==> src/rtl/lcdline_pkg.sv <==
package lcdline_pkg;

  typedef struct packed {
    logic       load;
    logic [7:0] loadByte;
  } dpStrobe_t;

  function automatic logic [7:0] reverse8(input logic [7:0] v);
    logic [7:0] r;
    for (int i = 0; i < 8; i++) r[i] = v[7-i];
    return r;
  endfunction

endpackage

==> src/rtl/lcdline_shift.sv <==
module lcdline_shift
  import lcdline_pkg::*;
#(
  parameter logic [7:0] DIV_RESET = 8'd99
) (
  input  logic       clk,
  input  logic       rstN,
  input  logic       presWr,
  input  logic [7:0] presIn,
  input  dpStrobe_t  strobe,
  output logic       sclk,
  output logic       mosi,
  output logic       byteDone
);

  logic [7:0] presReg;
  logic [7:0] curDiv;
  logic [7:0] divCnt;
  logic [2:0] bitCnt;
  logic [7:0] shReg;
  logic       active;
  logic [8:0] halfPoint;

  always_ff @(posedge clk) begin
    if (!rstN) presReg <= DIV_RESET;
    else if (presWr) presReg <= presIn;
  end

  always_ff @(posedge clk) begin
    if (!rstN) begin
      curDiv   <= 8'd1;
      divCnt   <= '0;
      bitCnt   <= '0;
      shReg    <= '0;
      active   <= 1'b0;
      byteDone <= 1'b0;
    end else begin
      byteDone <= 1'b0;
      if (strobe.load) begin
        curDiv <= (presReg == 8'd0) ? 8'd1 : presReg;
        shReg  <= strobe.loadByte;
        bitCnt <= '0;
        divCnt <= '0;
        active <= 1'b1;
      end else if (active) begin
        if (divCnt == curDiv) begin
          divCnt <= '0;
          if (bitCnt == 3'd7) begin
            active   <= 1'b0;
            byteDone <= 1'b1;
          end else begin
            bitCnt <= bitCnt + 3'd1;
            shReg  <= {1'b0, shReg[7:1]};
          end
        end else begin
          divCnt <= divCnt + 8'd1;
        end
      end
    end
  end

  assign halfPoint = ({1'b0, curDiv} + 9'd1) >> 1;
  assign sclk      = active && ({1'b0, divCnt} >= halfPoint);
  assign mosi      = active && shReg[0];

  // data holds still while the serial clock is high
  a_r4_mosi_stable: assert property (@(posedge clk) disable iff (!rstN)
    (sclk && $past(sclk)) |-> $stable(mosi));

  // divider count stays within the latched period
  a_r5_div_range: assert property (@(posedge clk) disable iff (!rstN)
    active |-> (divCnt <= curDiv));

endmodule

==> src/rtl/lcdline_ctrl.sv <==
module lcdline_ctrl
  import lcdline_pkg::*;
#(
  parameter int         NUM_LINES     = 536,
  parameter int         STRIDE        = 44,
  parameter int         DATA_BYTES    = 42,
  parameter int         DIRTY_OFS     = 42,
  parameter int         ADDR_BYTES    = 2,
  parameter int         TRAILER_BYTES = 2,
  parameter logic [7:0] MODE_BYTE     = 8'h80,
  parameter int         BUF_AW        = 15
) (
  input  logic              clk,
  input  logic              rstN,
  input  logic              cmdValid,
  input  logic [1:0]        cmdBits,
  input  logic              irqEnable,
  input  logic [7:0]        rdData,
  input  logic              byteDone,
  output logic              rdEn,
  output logic [BUF_AW-1:0] rdAddr,
  output dpStrobe_t         strobe,
  output logic              busy,
  output logic              csOut,
  output logic              doneIrq
);

  localparam int TOTAL_BYTES = 1 + ADDR_BYTES + DATA_BYTES + TRAILER_BYTES;
  localparam int BYTE_W      = $clog2(TOTAL_BYTES + 1);
  localparam int LINE_W      = $clog2(NUM_LINES + 1);
  localparam int FIELD_W     = 8 * ADDR_BYTES;
  localparam int DATA_LO     = 1 + ADDR_BYTES;
  localparam int DATA_HI     = DATA_LO + DATA_BYTES;

  typedef enum logic [2:0] {
    S_IDLE, S_FLAG_RD, S_FLAG_WAIT, S_BYTE_PREP,
    S_BYTE_WAIT, S_SHIFT, S_NEXT, S_FINISH
  } ctrlState_t;

  ctrlState_t        state;
  logic              allMode;
  logic [LINE_W-1:0] lineIdx;
  logic [BUF_AW-1:0] lineBase;
  logic [BYTE_W-1:0] byteIdx;
  logic              csReg;
  logic              isData;
  logic [FIELD_W-1:0] lineNum;
  logic [7:0]        constByte;
  logic [BUF_AW-1:0] dataOfs;

  assign isData  = (byteIdx >= BYTE_W'(DATA_LO)) && (byteIdx < BYTE_W'(DATA_HI));
  assign lineNum = FIELD_W'(lineIdx) + FIELD_W'(1);
  assign dataOfs = BUF_AW'(byteIdx - BYTE_W'(DATA_LO));

  // Header bytes are stored reversed so the LSB-first shifter sends them MSB first
  always_comb begin
    constByte = '0;
    if (byteIdx == '0) constByte = reverse8(MODE_BYTE);
    for (int k = 0; k < ADDR_BYTES; k++) begin
      if (byteIdx == BYTE_W'(k + 1))
        constByte = reverse8(lineNum[8*(ADDR_BYTES-1-k) +: 8]);
    end
  end

  always_ff @(posedge clk) begin
    if (!rstN) begin
      state    <= S_IDLE;
      allMode  <= 1'b0;
      lineIdx  <= '0;
      lineBase <= '0;
      byteIdx  <= '0;
      csReg    <= 1'b0;
    end else begin
      case (state)
        S_IDLE: if (cmdValid && (cmdBits != 2'b00)) begin
          allMode  <= cmdBits[1];
          lineIdx  <= '0;
          lineBase <= '0;
          csReg    <= 1'b1;
          state    <= S_FLAG_RD;
        end
        S_FLAG_RD: begin
          byteIdx <= '0;
          state   <= allMode ? S_BYTE_PREP : S_FLAG_WAIT;
        end
        S_FLAG_WAIT: state <= rdData[0] ? S_BYTE_PREP : S_NEXT;
        S_BYTE_PREP: state <= isData ? S_BYTE_WAIT : S_SHIFT;
        S_BYTE_WAIT: state <= S_SHIFT;
        S_SHIFT: if (byteDone) begin
          if (byteIdx == BYTE_W'(TOTAL_BYTES - 1)) state <= S_NEXT;
          else begin
            byteIdx <= byteIdx + BYTE_W'(1);
            state   <= S_BYTE_PREP;
          end
        end
        S_NEXT: begin
          if (lineIdx == LINE_W'(NUM_LINES - 1)) begin
            csReg <= 1'b0;
            state <= S_FINISH;
          end else begin
            lineIdx  <= lineIdx + LINE_W'(1);
            lineBase <= lineBase + BUF_AW'(STRIDE);
            state    <= S_FLAG_RD;
          end
        end
        S_FINISH: state <= S_IDLE;
        default:  state <= S_IDLE;
      endcase
    end
  end

  assign rdEn   = ((state == S_FLAG_RD) && !allMode) || ((state == S_BYTE_PREP) && isData);
  assign rdAddr = (state == S_FLAG_RD) ? (lineBase + BUF_AW'(DIRTY_OFS))
                                       : (lineBase + dataOfs);
  assign strobe.load     = ((state == S_BYTE_PREP) && !isData) || (state == S_BYTE_WAIT);
  assign strobe.loadByte = (state == S_BYTE_WAIT) ? rdData : constByte;
  assign busy    = (state != S_IDLE);
  assign csOut   = csReg;
  assign doneIrq = (state == S_FINISH) && irqEnable;

  // a command during an update leaves the selected mode untouched
  a_r7_cmd_ignored: assert property (@(posedge clk) disable iff (!rstN)
    (busy && cmdValid) |=> $stable(allMode));

  // the completion state is followed by idle
  a_r8_finish_idle: assert property (@(posedge clk) disable iff (!rstN)
    (state == S_FINISH) |=> !busy);

  // buffer reads only happen inside an update
  a_r3_read_in_update: assert property (@(posedge clk) disable iff (!rstN)
    rdEn |-> csReg);

  // chip select is low whenever the engine is idle
  a_r6_cs_idle: assert property (@(posedge clk) disable iff (!rstN)
    !busy |-> !csOut);

endmodule

==> src/rtl/lcdline_top.sv <==
module lcdline_top
  import lcdline_pkg::*;
#(
  parameter int         NUM_LINES     = 536,
  parameter int         STRIDE        = 44,
  parameter int         DATA_BYTES    = 42,
  parameter int         DIRTY_OFS     = 42,
  parameter int         ADDR_BYTES    = 2,
  parameter int         TRAILER_BYTES = 2,
  parameter logic [7:0] MODE_BYTE     = 8'h80,
  parameter logic [7:0] DIV_RESET     = 8'd99,
  localparam int        BUF_AW        = $clog2(NUM_LINES * STRIDE)
) (
  input  logic              clk,
  input  logic              rstN,
  input  logic              cmdValid,
  input  logic [1:0]        cmdBits,
  input  logic              presWr,
  input  logic [7:0]        presIn,
  input  logic              irqEnable,
  output logic              rdEn,
  output logic [BUF_AW-1:0] rdAddr,
  input  logic [7:0]        rdData,
  output logic              busy,
  output logic              doneIrq,
  output logic              lcdSclk,
  output logic              lcdMosi,
  output logic              lcdCs
);

  dpStrobe_t strobe;
  logic      byteDone;

  lcdline_ctrl #(
    .NUM_LINES(NUM_LINES), .STRIDE(STRIDE), .DATA_BYTES(DATA_BYTES),
    .DIRTY_OFS(DIRTY_OFS), .ADDR_BYTES(ADDR_BYTES),
    .TRAILER_BYTES(TRAILER_BYTES), .MODE_BYTE(MODE_BYTE), .BUF_AW(BUF_AW)
  ) u_ctrl (
    .clk(clk), .rstN(rstN), .cmdValid(cmdValid), .cmdBits(cmdBits),
    .irqEnable(irqEnable), .rdData(rdData), .byteDone(byteDone),
    .rdEn(rdEn), .rdAddr(rdAddr), .strobe(strobe), .busy(busy),
    .csOut(lcdCs), .doneIrq(doneIrq)
  );

  lcdline_shift #(.DIV_RESET(DIV_RESET)) u_shift (
    .clk(clk), .rstN(rstN), .presWr(presWr), .presIn(presIn),
    .strobe(strobe), .sclk(lcdSclk), .mosi(lcdMosi), .byteDone(byteDone)
  );

  // the serial clock is never active outside chip select
  a_r6_sclk_in_cs: assert property (@(posedge clk) disable iff (!rstN)
    !lcdCs |-> !lcdSclk);

endmodule

==> config.mk <==
export PLATFORM = sky130hd
export DESIGN_NAME = lcdline_top
export DESIGN_NICKNAME = d
export VERILOG_FILES = /design/src/rtl/lcdline_pkg.sv /design/src/rtl/lcdline_shift.sv /design/src/rtl/lcdline_ctrl.sv /design/src/rtl/lcdline_top.sv
export SDC_FILE = /design/constraint.sdc
export NUM_CORES = 1
export LEC_CHECK = 0
export ABC_AREA = 1
export BUFFER_PORTS_ARGS = -buffer_cell sky130_fd_sc_hd__buf_2
export CAP_MARGIN = 30
export CORE_MARGIN = 2
export CORE_UTILIZATION = 58
export DETAILED_ROUTE_END_ITERATION = 6
export GPL_ROUTABILITY_DRIVEN = 0
export GPL_TIMING_DRIVEN = 0
export PLACE_DENSITY = 0.78
export REMOVE_ABC_BUFFERS = 1
export SKIP_CTS_REPAIR_TIMING = 1
export SYNTH_ARGS = -nofsm -noshare
export SYNTH_HDL_FRONTEND = slang
export SYNTH_SLANG_ARGS = --single-unit
==> constraint.sdc <==
create_clock -name clk -period 2.7 [get_ports clk]
set_input_delay 0.54 -clock clk [delete_from_list [all_inputs] [get_ports clk]]
set_output_delay 0.54 -clock clk [all_outputs]
set_load 0.02 [all_outputs]
==> run summary, run 1 <==
CP delay by family, top: simple AND/OR/NAND/NOR gates
Root Buffer: clkbuf_8
Synth Instances: 826
Final Non-Filler Cells: 995
Slowest-stage cell, CP: dfxtp_4
Area contributors post-synth: dfxtp_1 (27%), nand2_1 (17%), ha_1 (7.7%)
DIE AREA: 9770 sq um
DIE HEIGHT: 98.9 um
Final number of hold-violating endpoints: 0
Num CTS Buffers: 9
Worst vdd ir: 0.000375 V
Largest net degree at the start of global routing: 29
Yosys top cell by area: dfxtp_1
Row count: 34
Initial Utilization: 0.598
Outcome: finished with violations
Num ports: 44
Max Cap Violations: 0
Leakage: 2.79 nW
Failing checks: setup timing
Worst stage delay on the critical path: 0.37 ns
Final routed DRC violation total: 0
Total track usage: 0.263
Relative slew slack: 0.639
Final #Nets: 938
Critical Path RT: 2.16 ns
Iteration-0 DRC Markers: 286
CTS tree: built
WL final: 13.7 mm
Worst slew pin tran: 0.540 ns
Layout area overhead: 19.3%
Post-route ant nets: 0
Vias/cell: 5.63
Placed insts: 961
WS Path Type: flip-flop to output pin
Commonest non-fill, non-tap cell in the layout: nand2_1
Final setup TNS: -2.68 ns
CP Capture Type: output pin
Routed WL per cell: 13.7 um
PwrDens: 480 nW/um^2
Avg Cell Area, Syn: 6.32 sq um
Initial antenna violation count: 0
CTS max path bufs: 2
RSZ-0062 raised after global routing: yes
Clock Latency Late Sink: 0.35 ns
Seq cells post-synth: 71
Synth top area share: 0.272
Setup WS post-layout: -0.379 ns
Sequential area share after synthesis: 0.272
Die extent in x: 98.9 um
Final slew viol count: 0
Total iterations of the first detailed-routing run: 6
Cell Area, Synth: 5220 sq um
Peak fanout along the critical path: 5
Most frequent cells in the layout: nand2_1 (224), inv_1 (88), nor2_1 (70), nand3_1 (66), dfxtp_1 (61)
Tmin final: 3.08 ns
Final setup viols: 11
N_diodes: 0
Fillers: 728
Worst Path Arrival: 2.54 ns
Post-DP HPWL: 9.66 mm
Placeable core area: 8720 sq um
Most frequent CP cell: nor2_4
Grt ovf: 0
Routed vias: 5605
Share of cells above drive strength 1: 0.201
Ys Warns: 0
Crit start category: flip-flop
Via count of the first global-routing pass: 4960
Global-route wire length before repair: 21.7 mm
PortBufs: 43
Clock skew: 0.0145 ns
Clock slew at reported path FFs: 0.08 ns
Worst hold path class: primary input to flip-flop
Post-synth cell types: 45
Count of clock tree sinks: 71
Buf/Inv on CP: 1
Period Utilization, post-route: 1.14
Fmax: 325 MHz
Critical-path cell list: nor2_4 -> nand2_2 -> nor2_4 -> xor2_2 -> ha_4 -> a21oi_4 -> o21ai_2 -> nand2_1 -> nand3_2 -> xor2_1 -> o21ai_1 -> buf_4
# H-tree levels: 3
per-stage QoR:
stage	area (sq um)	setup slack, ns	utilization	power [W]	hold slack, ns
after floorplan	5100	-0.136	-	0.00181	0.429
after global placement	5460	-0.631	0.626	0.00204	0.450
after detailed placement	5490	-0.354	0.630	0.00207	0.455
after CTS	5670	-0.738	0.650	0.00283	0.401
after global routing	6230	-0.574	0.714	0.00315	0.411
final	6230	-0.379	0.714	0.00299	0.404
logic make-up (layout without fill, tap and decap cells):
group / Yosys count / after routing / share of synthesized area
buffers and inverters: 121 / 182 / 0.0964
AO/OA/AOI/OAI: 126 / 126 / 0.131
adder cells (fa/ha/maj): 32 / 32 / 0.0767
other: 1 / 1 / 0.000719
flip-flops: 71 / 71 / 0.272
XOR/XNOR: 24 / 24 / 0.0403
AND/OR/NAND/NOR: 451 / 451 / 0.383
synth_stat cells (all sizes together):
library cell  count
nand4            18
nand2           243
nor3             20
clkinv            3
buf              11
o21bai            5
xnor2             7
dfxtp            71
o2bb2ai           1
conb              1
a211oi            4
xor2             17
a21o              1
a22oi             1
nor4              1
nor2             85
o211ai            1
o21ai            44
ha               32
o22ai             1
nand3            74
nand3b            2
o21a              1
o2111ai           1
a21oi            62
inv             100
clkbuf            7
a31oi             4
nor3b             3
or2               5
layer usage:
layer,vias to the layer above,track usage,share of wire
li1,2814,-,-
met1,2557,0.350,0.43
met2,207,0.441,0.49
met3,27,0.0348,0.058
met4,0,0.0854,0.021
met5,-,0,0
report_power, final:
group	internal [W]	switching (W)	leakage [nW]	total, W
logic	0.000387	0.000660	2.12	0.00105
registers	0.00109	0.0000759	0.582	0.00117
clock network	0.000353	0.000417	0.0881	0.000770
total	0.00183	0.00115	2.79	0.00299
path summary, 6_finish.rpt:
path	from	to	slack, ns	depth (start not counted)
worst max-delay path	u_ctrl.byteIdx[3]	rdAddr[10]	-0.38	12
worst min-delay path	presIn[0]	u_shift.presReg[0]	0.40	3
worst max register to register	u_shift.curDiv[2]	u_shift.shReg[1]	0.62	12
worst min register to register	u_ctrl.csOut	u_ctrl.csOut	0.47	2
worst register-to-register path, stage by stage (launching register included):
cell and delay (ns):
dfxtp_4 0.37, buf_4 0.13, buf_4 0.11, inv_1 0.05, nand2_1 0.05, nand2_1 0.06, nor2_1 0.09, nand2_1 0.08
nor2_1 0.16, nand3_1 0.36, nand2_1 0.33, nand2_1 0.09, a21oi_1 0.13
state kept, by name (all words and copies together), names as in the netlist:
signal            flops
u_ctrl.allMode        1
u_shift.active        1
u_shift.divCnt        8
u_shift.byteDone      1
u_ctrl.csOut          1
u_ctrl.byteIdx        6
u_shift.shReg         8
u_shift.bitCnt        3
u_shift.presReg       8
u_ctrl.state          3
u_ctrl.lineIdx       10
u_shift.curDiv        8
u_ctrl.lineBase      13
area by class of cell:
| class | instances | area, sq um | share of cell area |
|---|---|---|---|
| clock inverters | 5 | 35.0 | 0.00562 |
| inverters | 103 | 398 | 0.0639 |
| well taps | 108 | 135 | 0.0217 |
| multi-input cells | 634 | 3640 | 0.584 |
| flip-flops and latches | 71 | 1450 | 0.233 |
| clock buffers | 10 | 138 | 0.0221 |
| repair buffers | 64 | 429 | 0.0689 |
Note: power is estimated with default switching activity, not from simulation.
==> run 2: changes to the inputs <==
MAX_ROUTING_LAYER = met4   (was unset)
==> run summary, run 2 (synthesized netlist as in run 1, its figures left out) <==
Placed insts: 961 (unchanged)
Worst vdd ir: 0.000376 V (+0.35%)
Placeable core area: 8720 sq um (unchanged)
Final setup viols: 11 (unchanged)
Setup WS post-layout: -0.391 ns (-0.0124 ns)
Iteration-0 DRC Markers: 312 (+9.1%)
Peak fanout along the critical path: 5 (unchanged)
Root Buffer: clkbuf_8
DIE HEIGHT: 98.9 um (unchanged)
Final #Nets: 937 (-0.11%)
Critical R2R Capture: u_ctrl.lineBase[4]
Total Power: 0.00299 W (+0.15%)
CP Capture Type: output pin
FF-to-FF setup slack: 0.60 ns (-0.02 ns)
Final routed DRC violation total: 0 (unchanged)
Leakage: 2.78 nW (-0.20%)
Most frequent cells in the layout: nand2_1 (224), inv_1 (88), nor2_1 (70), nand3_1 (66), dfxtp_1 (61)
Final number of hold-violating endpoints: 0 (unchanged)
Final Non-Filler Cells: 994 (-0.10%)
Initial antenna violation count: 0 (unchanged)
Grt ovf: 0 (unchanged)
DIE AREA: 9770 sq um (unchanged)
Die extent in x: 98.9 um (unchanged)
Outcome: finished with violations
Post-route ant nets: 0 (unchanged)
Critical Path RT: 2.16 ns (about the same)
Commonest non-fill, non-tap cell in the layout: nand2_1
Worst Path Arrival: 2.55 ns (about the same)
N_diodes: 0 (unchanged)
Row count: 34 (unchanged)
PwrDens: 481 nW/um^2 (+0.28%)
Layout area overhead: 19.2%
Total iterations of the first detailed-routing run: 5 (-1)
CTS max path bufs: 2 (unchanged)
Max Cap Violations: 0 (unchanged)
Num CTS Buffers: 9 (unchanged)
Crit path launch: u_ctrl.byteIdx[3]
Total track usage: 0.271 (+0.00781)
Vias/cell: 5.60 (-0.56%)
Biggest register: u_ctrl.lineBase
Worst slew pin tran: 0.553 ns (+0.0125 ns)
Worst Reg-to-Reg Cells: 7 (-5)
Failing checks: setup timing
Worst hold path class: primary input to flip-flop
Initial Utilization: 0.598 (unchanged)
Share of cells above drive strength 1: 0.200 (-0.000902)
WL final: 13.7 mm (+0.42%)
Relative slew slack: 0.631 (-0.00834)
RSZ-0062 raised after global routing: yes
Global-route wire length before repair: 21.7 mm (unchanged)
Clock Latency Late Sink: 0.35 ns (about the same)
Critical Path End: rdAddr[10]
PortBufs: 43 (unchanged)
Num ports: 44 (unchanged)
Largest registers: u_ctrl.lineBase: 13 flops, u_ctrl.lineIdx: 10 flops
Period Utilization, post-route: 1.14 (+0.00458)
Via count of the first global-routing pass: 4962 (+0.040%)
Reg-to-Reg Start: u_ctrl.state[2]
Final slew viol count: 0 (unchanged)
Tmin final: 3.09 ns (+0.0124 ns)
CTS tree: built
Routed WL per cell: 13.8 um (+0.52%)
Crit start category: flip-flop
Clock skew: 0.0150 ns (+0.000487 ns)
# H-tree levels: 3 (unchanged)
Routed vias: 5568 (-0.66%)
WS Path Type: flip-flop to output pin
Post-DP HPWL: 9.66 mm (unchanged)
Count of clock tree sinks: 71 (unchanged)
Largest net degree at the start of global routing: 29 (unchanged)
Max FFs per register: 13 (unchanged)
Clock slew at reported path FFs: 0.08 ns (about the same)
Fmax: 324 MHz (-0.40%)
==> run 2: cell count changes in the layout (fill, tap and decap cells not counted) <==
cell and change:
buf_4 -1
==> run 2: how the worst min path moves through the flow <==
| stage | from | endpoint | cells after the start |
|---|---|---|---|
| after floorplan | u_shift.presReg[0] | u_shift.presReg[0] | 2 |
| after global placement | u_ctrl.csOut | u_ctrl.csOut | 2 |
| final | presIn[0] | u_shift.presReg[0] | 3 |
| after global routing | presIn[0] | u_shift.presReg[0] | 3 |
| after CTS | presIn[5] | u_shift.presReg[5] | 3 |
| after detailed placement | u_ctrl.csOut | u_ctrl.csOut | 2 |
==> run 2: final cells by class <==
type | instances | area, sq um
repair buffers | 63 | 422
clock inverters | 5 | 35.0
well taps | 108 | 135
clock buffers | 10 | 138
fillers | 725 | 2500
multi-input cells | 634 | 3640
inverters | 103 | 398
flip-flops and latches | 71 | 1450
==> run 2: power by group <==
part | switching, W | internal [W] | total (W)
registers | 0.0000762 | 0.00109 | 0.00117
logic | 0.000660 | 0.000387 | 0.00105
clock network | 0.000421 | 0.000353 | 0.000774
==> run 2: routing by layer <==
metal  routed length, um  part of all wire  up-vias  global-route usage
li1                    -                 -     2811                   -
met1                5890              0.43     2524               0.351
met2                6700              0.49      209               0.441
met3                 836             0.061       24              0.0333
met4                 287             0.021        0              0.0854
met5                   0                 0        -                   -
==> run 2: through the flow <==
step	setup TNS (ns)	hold slack (ns)	instance area [sq um]	setup WS [ns]	utilization
after floorplan	-0.402	0.429	5100	-0.136	-
after global placement	-4.19	0.450	5460	-0.631	0.626
after detailed placement	-2.14	0.455	5490	-0.354	0.630
after CTS	-7.03	0.401	5670	-0.738	0.650
after global routing	-4.68	0.411	6220	-0.597	0.713
final	-2.77	0.399	6220	-0.391	0.713
==> run 2: critical path: stages, from the launching register on <==
cell	delay (ns)
dfxtp_4	0.37
nor2_4	0.16
nand2_2	0.10
nor2_4	0.13
xor2_2	0.20
ha_4	0.26
a21oi_4	0.22
o21ai_2	0.09
nand2_1	0.07
nand3_2	0.07
xor2_1	0.16
o21ai_1	0.19
buf_4	0.18
==> run 3: changes to the inputs <==
CELL_PAD_IN_SITES_DETAIL_PLACEMENT = 0   (was unset)
CELL_PAD_IN_SITES_GLOBAL_PLACEMENT = 1   (was unset)
CORE_UTILIZATION = 43   (was 58)
PLACE_DENSITY = unset   (was 0.78)
PLACE_DENSITY_LB_ADDON = 0.1   (was unset)
TNS_END_PERCENT = 5   (was unset)
==> run summary, run 3 (synthesized netlist as in run 1, its figures left out) <==
Hold Path Cell Cnt: 3 (unchanged)
Leakage: 2.75 nW (-1.2%)
Finished Cell Area: 6220 sq um (about the same)
Final #Nets: 925 (-1.3%)
Min-delay src: presIn[0]
# H-tree levels: 3 (unchanged)
Peak fanout along the critical path: 5 (unchanged)
Worst slew pin tran: 0.566 ns (+0.0134 ns)
Place WS: -0.373 ns (-0.0186 ns)
Fillers: 1252 (+73%)
Final routed DRC violation total: 0 (unchanged)
Slowest-stage cell, CP: dfxtp_4
Worst hold path class: primary input to flip-flop
Total iterations of the first detailed-routing run: 5 (unchanged)
Biggest register: u_ctrl.lineBase
RSZ-0062 raised after global routing: yes
Critical R2R Capture: u_ctrl.lineBase[4]
Grt ovf: 0 (unchanged)
Fmax: 333 MHz (+2.9%)
Clock slew at reported path FFs: 0.06 ns (-0.02 ns)
Worst Reg-to-Reg Cells: 7 (unchanged)
CTS max path bufs: 2 (unchanged)
Via count of the first global-routing pass: 4844 (-2.4%)
Critical Path RT: 2.16 ns (about the same)
Total track usage: 0.220 (-0.0504)
Worst Path Arrival: 2.46 ns (-0.09 ns)
Worst stage delay on the critical path: 0.36 ns (about the same)
PwrDens: 529 nW/um^2 (+9.9%)
Count of clock tree sinks: 71 (unchanged)
Pint: 0.00212 W (+16%)
Share of cells above drive strength 1: 0.183 (-0.0169)
CTS tree: built
DIE AREA: 13000 sq um (+33%)
Outcome: finished with violations
Final setup viols: 11 (unchanged)
Hold slack: 0.412 ns (+0.0127 ns)
Post-DP HPWL: 10.3 mm (+6.7%)
Period Utilization, post-route: 1.11 (-0.0320)
Sw power: 0.00116 W (+0.62%)
Final slew viol count: 0 (unchanged)
Global-route wire length before repair: 22.6 mm (+4.3%)
Clock skew: 0.00462 ns (-0.0103 ns)
Post-route ant nets: 0 (unchanged)
N_diodes: 0 (unchanged)
Most frequent CP cell: nor2_4
Hold Crit Endpoint: u_shift.presReg[0]
Die extent in x: 114 um (+15%)
Most frequent cells in the layout: nand2_1 (225), inv_1 (89), nand3_1 (69), nor2_1 (68), dfxtp_1 (61)
Final number of hold-violating endpoints: 0 (unchanged)
Num ports: 44 (unchanged)
Routed vias: 5252 (-5.7%)
Failing checks: setup timing
Initial Utilization: 0.438 (-0.160)
Logic pwr share: 0.298 (-0.052)
Reg-to-Reg Start: u_ctrl.state[2]
Flop pwr share: 0.356 (-0.035)
Post-placement cell area: 5540 sq um (+0.89%)
Layout area overhead: 19.2% (about the same)
Clk pwr share: 0.347 (+0.088)
Buf/Inv on CP: 1 (unchanged)
Commonest non-fill, non-tap cell in the layout: nand2_1
Initial antenna violation count: 0 (unchanged)
DIE HEIGHT: 114 um (+15%)
CP Capture Type: output pin
Max FFs per register: 13 (unchanged)
Placeable core area: 11900 sq um (+37%)
WL final: 13.6 mm (-1.1%)
Sw Share: 0.354 (-0.0327)
Clock Latency Late Sink: 0.33 ns (-0.02 ns)
Relative slew slack: 0.622 (-0.00893)
Setup WS post-layout: -0.305 ns (+0.0865 ns)
Root Buffer: clkbuf_16
Tmin final: 3.00 ns (-0.0865 ns)
Row count: 40 (+18%)
Largest net degree at the start of global routing: 29 (unchanged)
CP delay by family, top: simple AND/OR/NAND/NOR gates
Max Cap Violations: 0 (unchanged)
Num CTS Buffers: 9 (unchanged)
Worst vdd ir: 0.000269 V (-28%)
Vias/cell: 5.14 (-8.3%)
PortBufs: 43 (unchanged)
Iteration-0 DRC Markers: 297 (-4.8%)
Largest registers: u_ctrl.lineBase: 13 flops, u_ctrl.lineIdx: 10 flops
Critical-path cell list: nor2_4 -> nand2_2 -> nor2_4 -> xor2_2 -> ha_4 -> a21oi_4 -> o21ai_2 -> nand2_1 -> nand3_2 -> xor2_1 -> o21ai_1 -> buf_4
Crit start category: flip-flop
Routed WL per cell: 13.3 um (-3.8%)
FF-to-FF setup slack: 0.61 ns (about the same)
WS Path Type: flip-flop to output pin
run 3: cell types whose count changed in the layout (fill, tap and decap cells not counted), sizes merged:
cell | previous run | this run
clkbuf | 10 | 12
clkinv | 7 | 5
inv | 99 | 100
buf | 63 | 51
run 3: worst max path at each step:
stage / start / to / slack (ns) / cells after the start
6_report: u_ctrl.byteIdx[3] / rdAddr[10] / -0.30 / 12
5_1_grt: u_ctrl.byteIdx[3] / rdAddr[10] / -0.44 / 12
4_1_cts: u_ctrl.byteIdx[0] / rdAddr[10] / -0.73 / 13
3_5_place_dp: u_ctrl.byteIdx[0] / rdAddr[10] / -0.37 / 13
3_3_place_gp: u_ctrl.state[1] / rdAddr[14] / -0.75 / 8
2_1_floorplan: u_ctrl.byteIdx[0] / rdAddr[14] / -0.14 / 13
run 3: per-stage QoR:
step,setup TNS (ns),std cells,power [W],util
detailed placement,-2.58,1000,0.00209,0.465
CTS,-7.47,1016,0.00324,0.489
global placement,-5.58,998,0.00206,0.462
finish,-2.44,1022,0.00329,0.522
floorplan,-0.402,808,0.00181,-
global route,-4.23,1022,0.00350,0.522
run 3: area by class of cell:
class	count	area, sq um	share of cell area
Clock buffer	12	256	0.0412
Clock inverter	4	30.0	0.00483
Inverter	103	400	0.0644
Multi-Input combinational cell	634	3570	0.574
Sequential cell	71	1450	0.234
Tap cell	147	184	0.0296
Timing Repair Buffer	51	323	0.0519
run 3: worst register-to-register path: stages (launching register included):
cell and delay [ns]:
dfxtp_1 0.57, nand3_2 0.17, inv_1 0.45, nor2_2 0.14, nor2_4 0.33, nand2_1 0.13, o21bai_1 0.14, a21oi_1 0.05
run 3: metal layers:
layer / up-vias / GRT usage / wire (um)
met4: 0 / 0.0569 / 180
li1: 2789 / - / -
met5: - / - / 0
met1: 2368 / 0.293 / 6690
met2: 79 / 0.348 / 6300
met3: 16 / 0.0381 / 388
run 3: power by group through the flow:
stage / sequential, W / combinational (W) / clock (W)
5_1_grt: 0.00118 / 0.00109 / 0.00123
4_1_cts: 0.00117 / 0.000899 / 0.00117
3_3_place_gp: 0.00119 / 0.000873 / 0
3_5_place_dp: 0.00119 / 0.000897 / 0
2_1_floorplan: 0.00118 / 0.000631 / 0
6_report: 0.00117 / 0.000979 / 0.00114
